==> src/rtl/alu_pkg.sv <==
package alu_pkg;

   localparam int unsigned SEL_W = 4;

   typedef enum logic [SEL_W-1:0] {
      OP_ADD  = 4'd0,
      OP_SUB  = 4'd1,
      OP_PASS = 4'd2,
      OP_INV  = 4'd3,
      OP_AND  = 4'd4,
      OP_OR   = 4'd5,
      OP_NAND = 4'd6,
      OP_NOR  = 4'd7,
      OP_XOR  = 4'd8,
      OP_XNOR = 4'd9,
      OP_SHL  = 4'd10,
      OP_SHR  = 4'd11,
      OP_SAL  = 4'd12,
      OP_SAR  = 4'd13,
      OP_NEG  = 4'd14,
      OP_ZERO = 4'd15
   } alu_op_e;

   function automatic logic uses_adder(alu_op_e op);
      return (op == OP_ADD) || (op == OP_SUB) || (op == OP_NEG);
   endfunction

endpackage

==> src/rtl/alu_addsub.sv <==
module alu_addsub #(
   parameter int unsigned WIDTH       = 16,
   parameter int unsigned CARRY_CHAIN = 0
) (
   input  logic [WIDTH-1:0] lhs,
   input  logic [WIDTH-1:0] rhs,
   input  logic             do_sub,
   output logic [WIDTH-1:0] sum,
   output logic             sgn_ovf
);

   localparam int unsigned MSB = WIDTH - 1;

   logic [WIDTH-1:0] rhs_eff;

   assign rhs_eff = rhs ^ {WIDTH{do_sub}};

   if (WIDTH < 2) begin : g_bad_width
      $error("alu_addsub: WIDTH must be at least 2");
   end

   if (CARRY_CHAIN > 1) begin : g_bad_chain
      $error("alu_addsub: CARRY_CHAIN must be 0 or 1");
   end

   if (CARRY_CHAIN == 1) begin : g_ripple
      // Explicit bit-serial carry chain; overflow from the last two carries.
      always_comb begin
         logic carry;
         logic carry_prev;
         carry      = do_sub;
         carry_prev = do_sub;
         sum        = '0;
         for (int i = 0; i < WIDTH; i++) begin
            sum[i]     = lhs[i] ^ rhs_eff[i] ^ carry;
            carry_prev = carry;
            carry      = (lhs[i] & rhs_eff[i]) | (carry & (lhs[i] ^ rhs_eff[i]));
         end
         sgn_ovf = carry ^ carry_prev;
      end
   end else begin : g_behav
      // Single wide add left to the synthesis tool; overflow from sign bits.
      assign sum     = lhs + rhs_eff + {{(WIDTH-1){1'b0}}, do_sub};
      assign sgn_ovf = (lhs[MSB] == rhs_eff[MSB]) && (sum[MSB] != lhs[MSB]);
   end

endmodule

==> src/rtl/alu_logic.sv <==
module alu_logic
   import alu_pkg::*;
#(
   parameter int unsigned WIDTH = 16
) (
   input  logic [WIDTH-1:0] lhs,
   input  logic [WIDTH-1:0] rhs,
   input  alu_op_e          op,
   output logic [WIDTH-1:0] res
);

   logic [WIDTH-1:0] conj;
   logic [WIDTH-1:0] disj;
   logic [WIDTH-1:0] diff;

   assign conj = lhs & rhs;
   assign disj = lhs | rhs;
   assign diff = lhs ^ rhs;

   always_comb begin
      unique case (op)
         OP_PASS: res = lhs;
         OP_INV:  res = ~lhs;
         OP_AND:  res = conj;
         OP_OR:   res = disj;
         OP_NAND: res = ~conj;
         OP_NOR:  res = ~disj;
         OP_XOR:  res = diff;
         OP_XNOR: res = ~diff;
         default: res = '0;
      endcase
   end

endmodule

==> src/rtl/alu_shift.sv <==
module alu_shift
   import alu_pkg::*;
#(
   parameter int unsigned WIDTH = 16
) (
   input  logic [WIDTH-1:0] src,
   input  alu_op_e          op,
   output logic [WIDTH-1:0] res
);

   localparam int unsigned MSB = WIDTH - 1;

   logic [WIDTH-1:0] up;
   logic [WIDTH-1:0] down;
   logic             fill;

   // Left shifts share one path: both fill bit 0 with zero.
   assign up   = {src[MSB-1:0], 1'b0};
   assign fill = (op == OP_SAR) ? src[MSB] : 1'b0;
   assign down = {fill, src[MSB:1]};

   always_comb begin
      unique case (op)
         OP_SHL, OP_SAL: res = up;
         OP_SHR, OP_SAR: res = down;
         default:        res = '0;
      endcase
   end

endmodule

==> src/rtl/opcode_alu.sv <==
module opcode_alu
   import alu_pkg::*;
#(
   parameter int unsigned WIDTH       = 16,
   parameter int unsigned CARRY_CHAIN = 0
) (
   input  logic [WIDTH-1:0] opnd_a,
   input  logic [WIDTH-1:0] opnd_b,
   input  logic [3:0]       func_sel,
   output logic [WIDTH-1:0] result,
   output logic             ovf
);

   alu_op_e          op;
   logic [WIDTH-1:0] add_l;
   logic [WIDTH-1:0] add_r;
   logic             add_sub;
   logic [WIDTH-1:0] add_res;
   logic             add_ovf;
   logic [WIDTH-1:0] lgc_res;
   logic [WIDTH-1:0] shf_res;

   if (WIDTH < 2) begin : g_bad_width
      $error("opcode_alu: WIDTH must be at least 2");
   end

   assign op = alu_op_e'(func_sel);

   // Negation reuses the adder as 0 - A.
   assign add_l   = (op == OP_NEG) ? '0 : opnd_a;
   assign add_r   = (op == OP_NEG) ? opnd_a : opnd_b;
   assign add_sub = (op == OP_SUB) || (op == OP_NEG);

   alu_addsub #(.WIDTH(WIDTH), .CARRY_CHAIN(CARRY_CHAIN)) u_addsub (
      .lhs     (add_l),
      .rhs     (add_r),
      .do_sub  (add_sub),
      .sum     (add_res),
      .sgn_ovf (add_ovf)
   );

   alu_logic #(.WIDTH(WIDTH)) u_logic (
      .lhs (opnd_a),
      .rhs (opnd_b),
      .op  (op),
      .res (lgc_res)
   );

   alu_shift #(.WIDTH(WIDTH)) u_shift (
      .src (opnd_a),
      .op  (op),
      .res (shf_res)
   );

   always_comb begin
      unique case (op)
         OP_ADD, OP_SUB, OP_NEG:         result = add_res;
         OP_SHL, OP_SHR, OP_SAL, OP_SAR: result = shf_res;
         OP_ZERO:                        result = '0;
         default:                        result = lgc_res;
      endcase
   end

   // Negation goes through the adder but never reports overflow.
   assign ovf = add_ovf && ((op == OP_ADD) || (op == OP_SUB));

endmodule

==> config.mk <==
export PLATFORM = sky130hd
export DESIGN_NAME = opcode_alu
export DESIGN_NICKNAME = d
export VERILOG_FILES = /design/src/rtl/alu_pkg.sv /design/src/rtl/alu_addsub.sv /design/src/rtl/alu_logic.sv /design/src/rtl/alu_shift.sv /design/src/rtl/opcode_alu.sv
export SDC_FILE = /design/constraint.sdc
export NUM_CORES = 1
export LEC_CHECK = 0
export ABC_AREA = 1
export BUFFER_PORTS_ARGS = -buffer_cell sky130_fd_sc_hd__buf_2
export CAP_MARGIN = 20
export CORE_MARGIN = 1.5
export CORE_UTILIZATION = 52
export DETAILED_ROUTE_END_ITERATION = 16
export PLACE_DENSITY = 0.76
export SYNTH_ARGS = -nofsm -noshare
export SYNTH_HDL_FRONTEND = slang
export SYNTH_HIERARCHICAL = 1
export SYNTH_SLANG_ARGS = --single-unit
==> constraint.sdc <==
create_clock -name vclk -period 5.12
set_clock_uncertainty 0.05 [all_clocks]
set_input_delay 1.536 -clock vclk [all_inputs]
set_output_delay 1.536 -clock vclk [all_outputs]
set_load 0.005 [all_outputs]
Word-level counts from Yosys, hierarchy flattened:

Cells that the tools add are included.

* flip-flop bits (word level): 0
* input bits: 36
* output and inout bits: 17
* logic and storage cells: 42

* $add $sub $neg: 2
* equality and inequality tests: 17
* muxes and demuxes: 6
* bitwise operators: 8
* reduce and logical (&&, ||, !) cells: 9

Operator list (count)
* 16-bit one-hot mux with 8 select lines: 1
* 16-bit inverter: 4
* 16-bit one-hot mux with 3 select lines: 1
* 4-bit == test (second input constant): 8
* 16-bit two-way mux: 2
* 16-bit one-hot mux with 2 select lines: 1
* 16-bit bitwise XOR: 2
* 16-bit by 1-bit adder with 16-bit output: 1
* 16-bit adder: 1
* 16-bit bitwise AND: 1
* 4-bit by 3-bit == test with 1-bit output (second input constant): 4
* 16-bit bitwise OR: 1
* 4-bit by 2-bit == test with 1-bit output (second input constant): 2
* 4-bit by 1-bit == test with 1-bit output (second input constant): 1
* 4-bit logical NOT: 1
* 2-bit OR reduction: 2
* 4-bit OR reduction: 1
* 3-bit OR reduction: 1
* 1-bit logical AND: 2
* 1-bit logical OR: 2
* 1-bit == test: 1
* 1-bit two-way mux: 1
* 1-bit inequality test: 1

Longest topological paths before layout:

* word-level depth: 8
* mapped depth: 21
* depth with buffers taken out: 20

Modules after synthesis:

The synthesis kept the hierarchy.

Modules (own cells, without submodules)
* alu_logic: instances 1, cells an instance 372, area each 2001.9 sq um, seq. area each 0.0 sq um
* alu_addsub: instances 1, cells an instance 187, area each 1051.0 sq um, seq. area each 0.0 sq um
* opcode_alu: instances 1, cells an instance 154, area each 678.2 sq um, seq. area each 0.0 sq um
* alu_shift: instances 1, cells an instance 62, area each 309.0 sq um, seq. area each 0.0 sq um

Least setup slack after synthesis:

Ideal clock, no wire load.

* path type: in2out
* from: input port func_sel[1]
* to: output port ovf
* arrival: 3.621 ns
* data required time: 3.534 ns
* path slack: -0.087 ns
* stages on the path: 20
* path buffers: 3
* path through: inv_2 > nor2_1 > nand2_2 > buf_2 > nand2_1 > buf_6 > buf_2 > xor2_1 > ha_1 > nand2_1 > nand2_1 > nand2_1 > nand2_1 > nand2_1 > nand2_1 > nor2_2 > nand3_1 > nand2_1 > inv_1 > nor2_1

* word-level cells in the longest chain between the ends: 8
* elaborated cells on any way between the ends: 14
* those cells by class: 2 x add/sub; 4 x eq/ne; 2 x mux; 1 x bitwise; 5 x reduce/logical

Ends and longest elaborated chain
* start, declared: RTL line opcode_alu.sv:9 `input logic [3:0] func_sel,`
* 4-bit by 1-bit == test with 1-bit output or 4-bit == test (tied branches): RTL line opcode_alu.sv:32 `assign add_sub = (op == OP_SUB) || (op == OP_NEG);`
* 1-bit logical OR (*): RTL line opcode_alu.sv:32
* named net add_sub: RTL line opcode_alu.sv:17 `logic add_sub;`
* 16-bit bitwise XOR: RTL line alu_addsub.sv:16 `assign rhs_eff = rhs ^ {WIDTH{do_sub}};`
* 16-bit adder: RTL line alu_addsub.sv:43 `assign sum = lhs + rhs_eff + {{(WIDTH-1){1'b0}}, do_sub};`
* 16-bit by 1-bit adder with 16-bit output: RTL line alu_addsub.sv:43
* 1-bit inequality test: RTL line alu_addsub.sv:44 `assign sgn_ovf = (lhs[MSB] == rhs_eff[MSB]) && (sum[MSB] != lhs[MSB]);`
* 1-bit logical AND (*): RTL line alu_addsub.sv:44
* named net add_ovf: RTL line opcode_alu.sv:19 `logic add_ovf;`
* 1-bit logical AND (*): RTL line opcode_alu.sv:65 `assign ovf = add_ovf && ((op == OP_ADD) || (op == OP_SUB));`
* end, declared: RTL line opcode_alu.sv:11 `output logic ovf`

Mark *: on every way through the listed nets, which the timed path passes. The rest lies on a longest branch.

Final worst setup path:

* from: input port func_sel[0]
* to: output port result[12]

* word-level cells in the longest chain between the ends: 6
* elaborated cells on any way between the ends: 29
* those cells by class: 2 x add/sub; 15 x eq/ne; 5 x mux; 1 x bitwise; 6 x reduce/logical

Ends and longest elaborated chain
* 4-bit == test: RTL line opcode_alu.sv:31 `assign add_r = (op == OP_NEG) ? opnd_a : opnd_b;`
* 16-bit two-way mux: RTL line opcode_alu.sv:31
* named net add_r[10]: RTL line opcode_alu.sv:16 `logic [WIDTH-1:0] add_r;`
* 16-bit bitwise XOR: RTL line alu_addsub.sv:16
* 16-bit adder: RTL line alu_addsub.sv:43
* 16-bit by 1-bit adder with 16-bit output: RTL line alu_addsub.sv:43
* named net add_res[12]: RTL line opcode_alu.sv:18 `logic [WIDTH-1:0] add_res;`
* 16-bit one-hot mux with 3 select lines: RTL line opcode_alu.sv:56 `unique case (op)`
* end, declared: RTL line opcode_alu.sv:10 `output logic [WIDTH-1:0] result,`

The timed path passes the listed nets, and every way through them passes these cells.

==> results.txt <==
Synth Net Count = 859
First DRT Iteration DRCs = 607
Final Wtd Congestion = 0.914
Mean routed wirelength per cell = 14.8 microns
Fin crit share = 105%
Final setup vio count = 14
Final Hold Fails = 0
Die footprint = 8310 sq um
Vias per cell = 5.75
Max FO, Critical Path = 7
Post-DP HPWL = 9.25 mm
Avg Cell Area, Syn = 5.21 sq um
DP Area = 4570 sq um
Placeable Area = 7370 sq um
Sequential share of the synthesized area = 0%
Hold_sp = opnd_a[11]
Pre-CTS WS = -0.220 ns
Number of global-route vias before repair = 4984
Flip-flop and latch count = 0
Starting Density = 54.8%
Clk pwr share = 0%
Leak = 3.24 nW
Type of origin of the critical path = primary input
Violated checks = negative setup slack
Total power = 0.000621 W
Worst Setup Path Type = in -> out
Initial antenna violation count = 0
PwrDens = 118 nW/um^2
Design area = 5260 sq um
Final min period = 5.37 ns
Slew margin rel. = 50.7%
Share of cells above drive strength 1 = 28.4%
Mapped Cells = 775
Area grow syn2layout = 30.3%
Fin util = 71.4%
Post-Syn Area = 4040 sq um
Clock buffer count = 0
Pint = 0.000258 W
Critical path data arrival time = 3.78 ns
Part of the power in registers = 0%
Chip width = 91.1 microns
Largest net degree at the start of global routing = 65
Worst EP required = 3.53 ns
RSZ-0062 raised after global routing = yes
Maximum VDD drop = 62.7 uV
Max Slew Vio Count = 0
Cell Rows = 31
Worst hold path type = in -> out
PortBufs = 53
Ant. Diodes = 0
Final WS setup = -0.247 ns
Total Wirelength = 14.2 mm
Worst slew pin tran = 0.740 ns
GRT Util Overall = 31.4%
First-pass GRT wire length = 22.0 mm
First drt pass iteration count = 6
Library cells used by synthesis = 28
Final ANT Viol Nets = 0
CP Capture Type = output port
Status = finished with violations
Max Fclk = 186 MHz
Max Cap Viol = 0
Synth warn = 6
Die height = 91.1 microns
I/O pin total = 53
Storage element area = 0 sq um
Nets = 949
Via count = 5528
Post-route DRC violation count = 0
Hold slack final = 3.57 ns
Sw frac = 58.5%
Psw = 0.000364 W
Comb pwr share = 100.0%
Crit path from = func_sel[0]
Gr ovfl total = 0
Filler instances = 625
==> worst max-delay path: stages <==
cell and delay, ns:
buf_6 0.10, nor2_4 0.16, nand2_8 0.12, buf_12 0.17, nand2_4 0.07, o21ai_4 0.06, xor2_1 0.15, ha_1 0.35
buf_4 0.14, nand2_1 0.12, nor2_2 0.16, nand4_1 0.14, nand3_1 0.11, nand2_1 0.05, nand2_1 0.06, nand2_1 0.07
nand3_2 0.08, buf_2 0.12
==> power groups by stage <==
stage / Sequential [W] / Clock [W] / Combinational [W]
CTS: 0 / 0 / 0.000521
floorplan: 0 / 0 / 0.000322
global route: 0 / 0 / 0.000677
detailed placement: 0 / 0 / 0.000479
global placement: 0 / 0 / 0.000468
finish: 0 / 0 / 0.000621
==> layout by cell type (no fill, tap or decap), drive strengths merged <==
master,netlist,final
nand2,223,223
a21oi,11,11
nand3,187,187
nand3b,16,16
o21a,1,1
fa,1,1
xor2,19,19
inv,125,125
buf,38,126
ha,47,47
clkbuf,1,1
xnor2,3,3
nand4,3,3
clkinv,1,1
nor2,73,73
and2,3,3
o21ai,23,23
==> cells by family after synthesis <==
| family | count (synthesis) | share of synthesized area (%) |
|---|---|---|
| xor gates and xnor gates | 22 | 4.77 |
| AOI/OAI and AO/OA | 35 | 4.58 |
| adders and majority gates | 48 | 15.1 |
| and+or+nand+nor | 505 | 56.6 |
| buffers and inverters | 165 | 19.0 |
==> Yosys cell counts <==
library cell  number  area (sq um)
nand2_1          212           796
nand3_1          186           931
inv_1            113           424
nor2_1            64           240
ha_1              47           588
buf_2             20           100
xor2_1            19           166
o21ai_1           18          90.1
nand3b_1          16           120
buf_6             13           146
inv_2             12          45.0
a21oi_1           11          55.1
nand2_2           10          62.6
nor2_2             6          37.5
buf_4              5          37.5
and2_1             3          18.8
nand4_1            3          18.8
o21ai_0            3          15.0
xnor2_1            3          26.3
nor2_4             2          22.5
o21ai_2            2          17.5
clkbuf_4           1          7.51
clkinv_2           1          5.00
fa_1               1          20.0
nand2_4            1          11.3
nand3_2            1          10.0
nor2_8             1          20.0
o21a_1             1          7.51
==> area by class of cell <==
class                           instances  area (sq um)  area share [%]
Multi-Input combinational cell        610          3690            70.1
Tap cell                               99           124            2.35
Inverter                              126           484            9.20
Timing Repair Buffer                  127           965            18.3
==> per-stage QoR <==
stage                     TNS, ns  std cells
after floorplan                 0        775
after global placement      -1.39        940
after detailed placement    -2.16        940
after CTS                   -1.62        952
after global routing        -4.22        962
final                       -2.46        962
==> timing repair <==
| action | 4_1_cts | 5_1_grt |
|---|---|---|
| endpoints found under the setup margin | 14 | 15 |
| resized for setup | 36 | 89 |
| pin swaps | 33 | 46 |
| buffers inserted | 10 | 8 |
| gates cloned | 2 | 2 |
| hold buffers | 0 | 0 |
==> final timing paths <==
kind	endpoint	slack (ns)	depth (start not counted)
hold / removal	result[12]	3.57	6
setup / recovery	result[12]	-0.25	18
==> metal layers <==
| layer | up-vias | global-route usage, % | wire [microns] |
|---|---|---|---|
| met1 | 2459 | 38.1 | 5130 |
| li1 | 2623 | - | - |
| met2 | 358 | 55.6 | 6950 |
| met5 | - | 0 | 0 |
| met3 | 88 | 2.01 | 1250 |
| met4 | 0 | 15.2 | 889 |
Note: power is estimated with default switching activity, not from simulation.
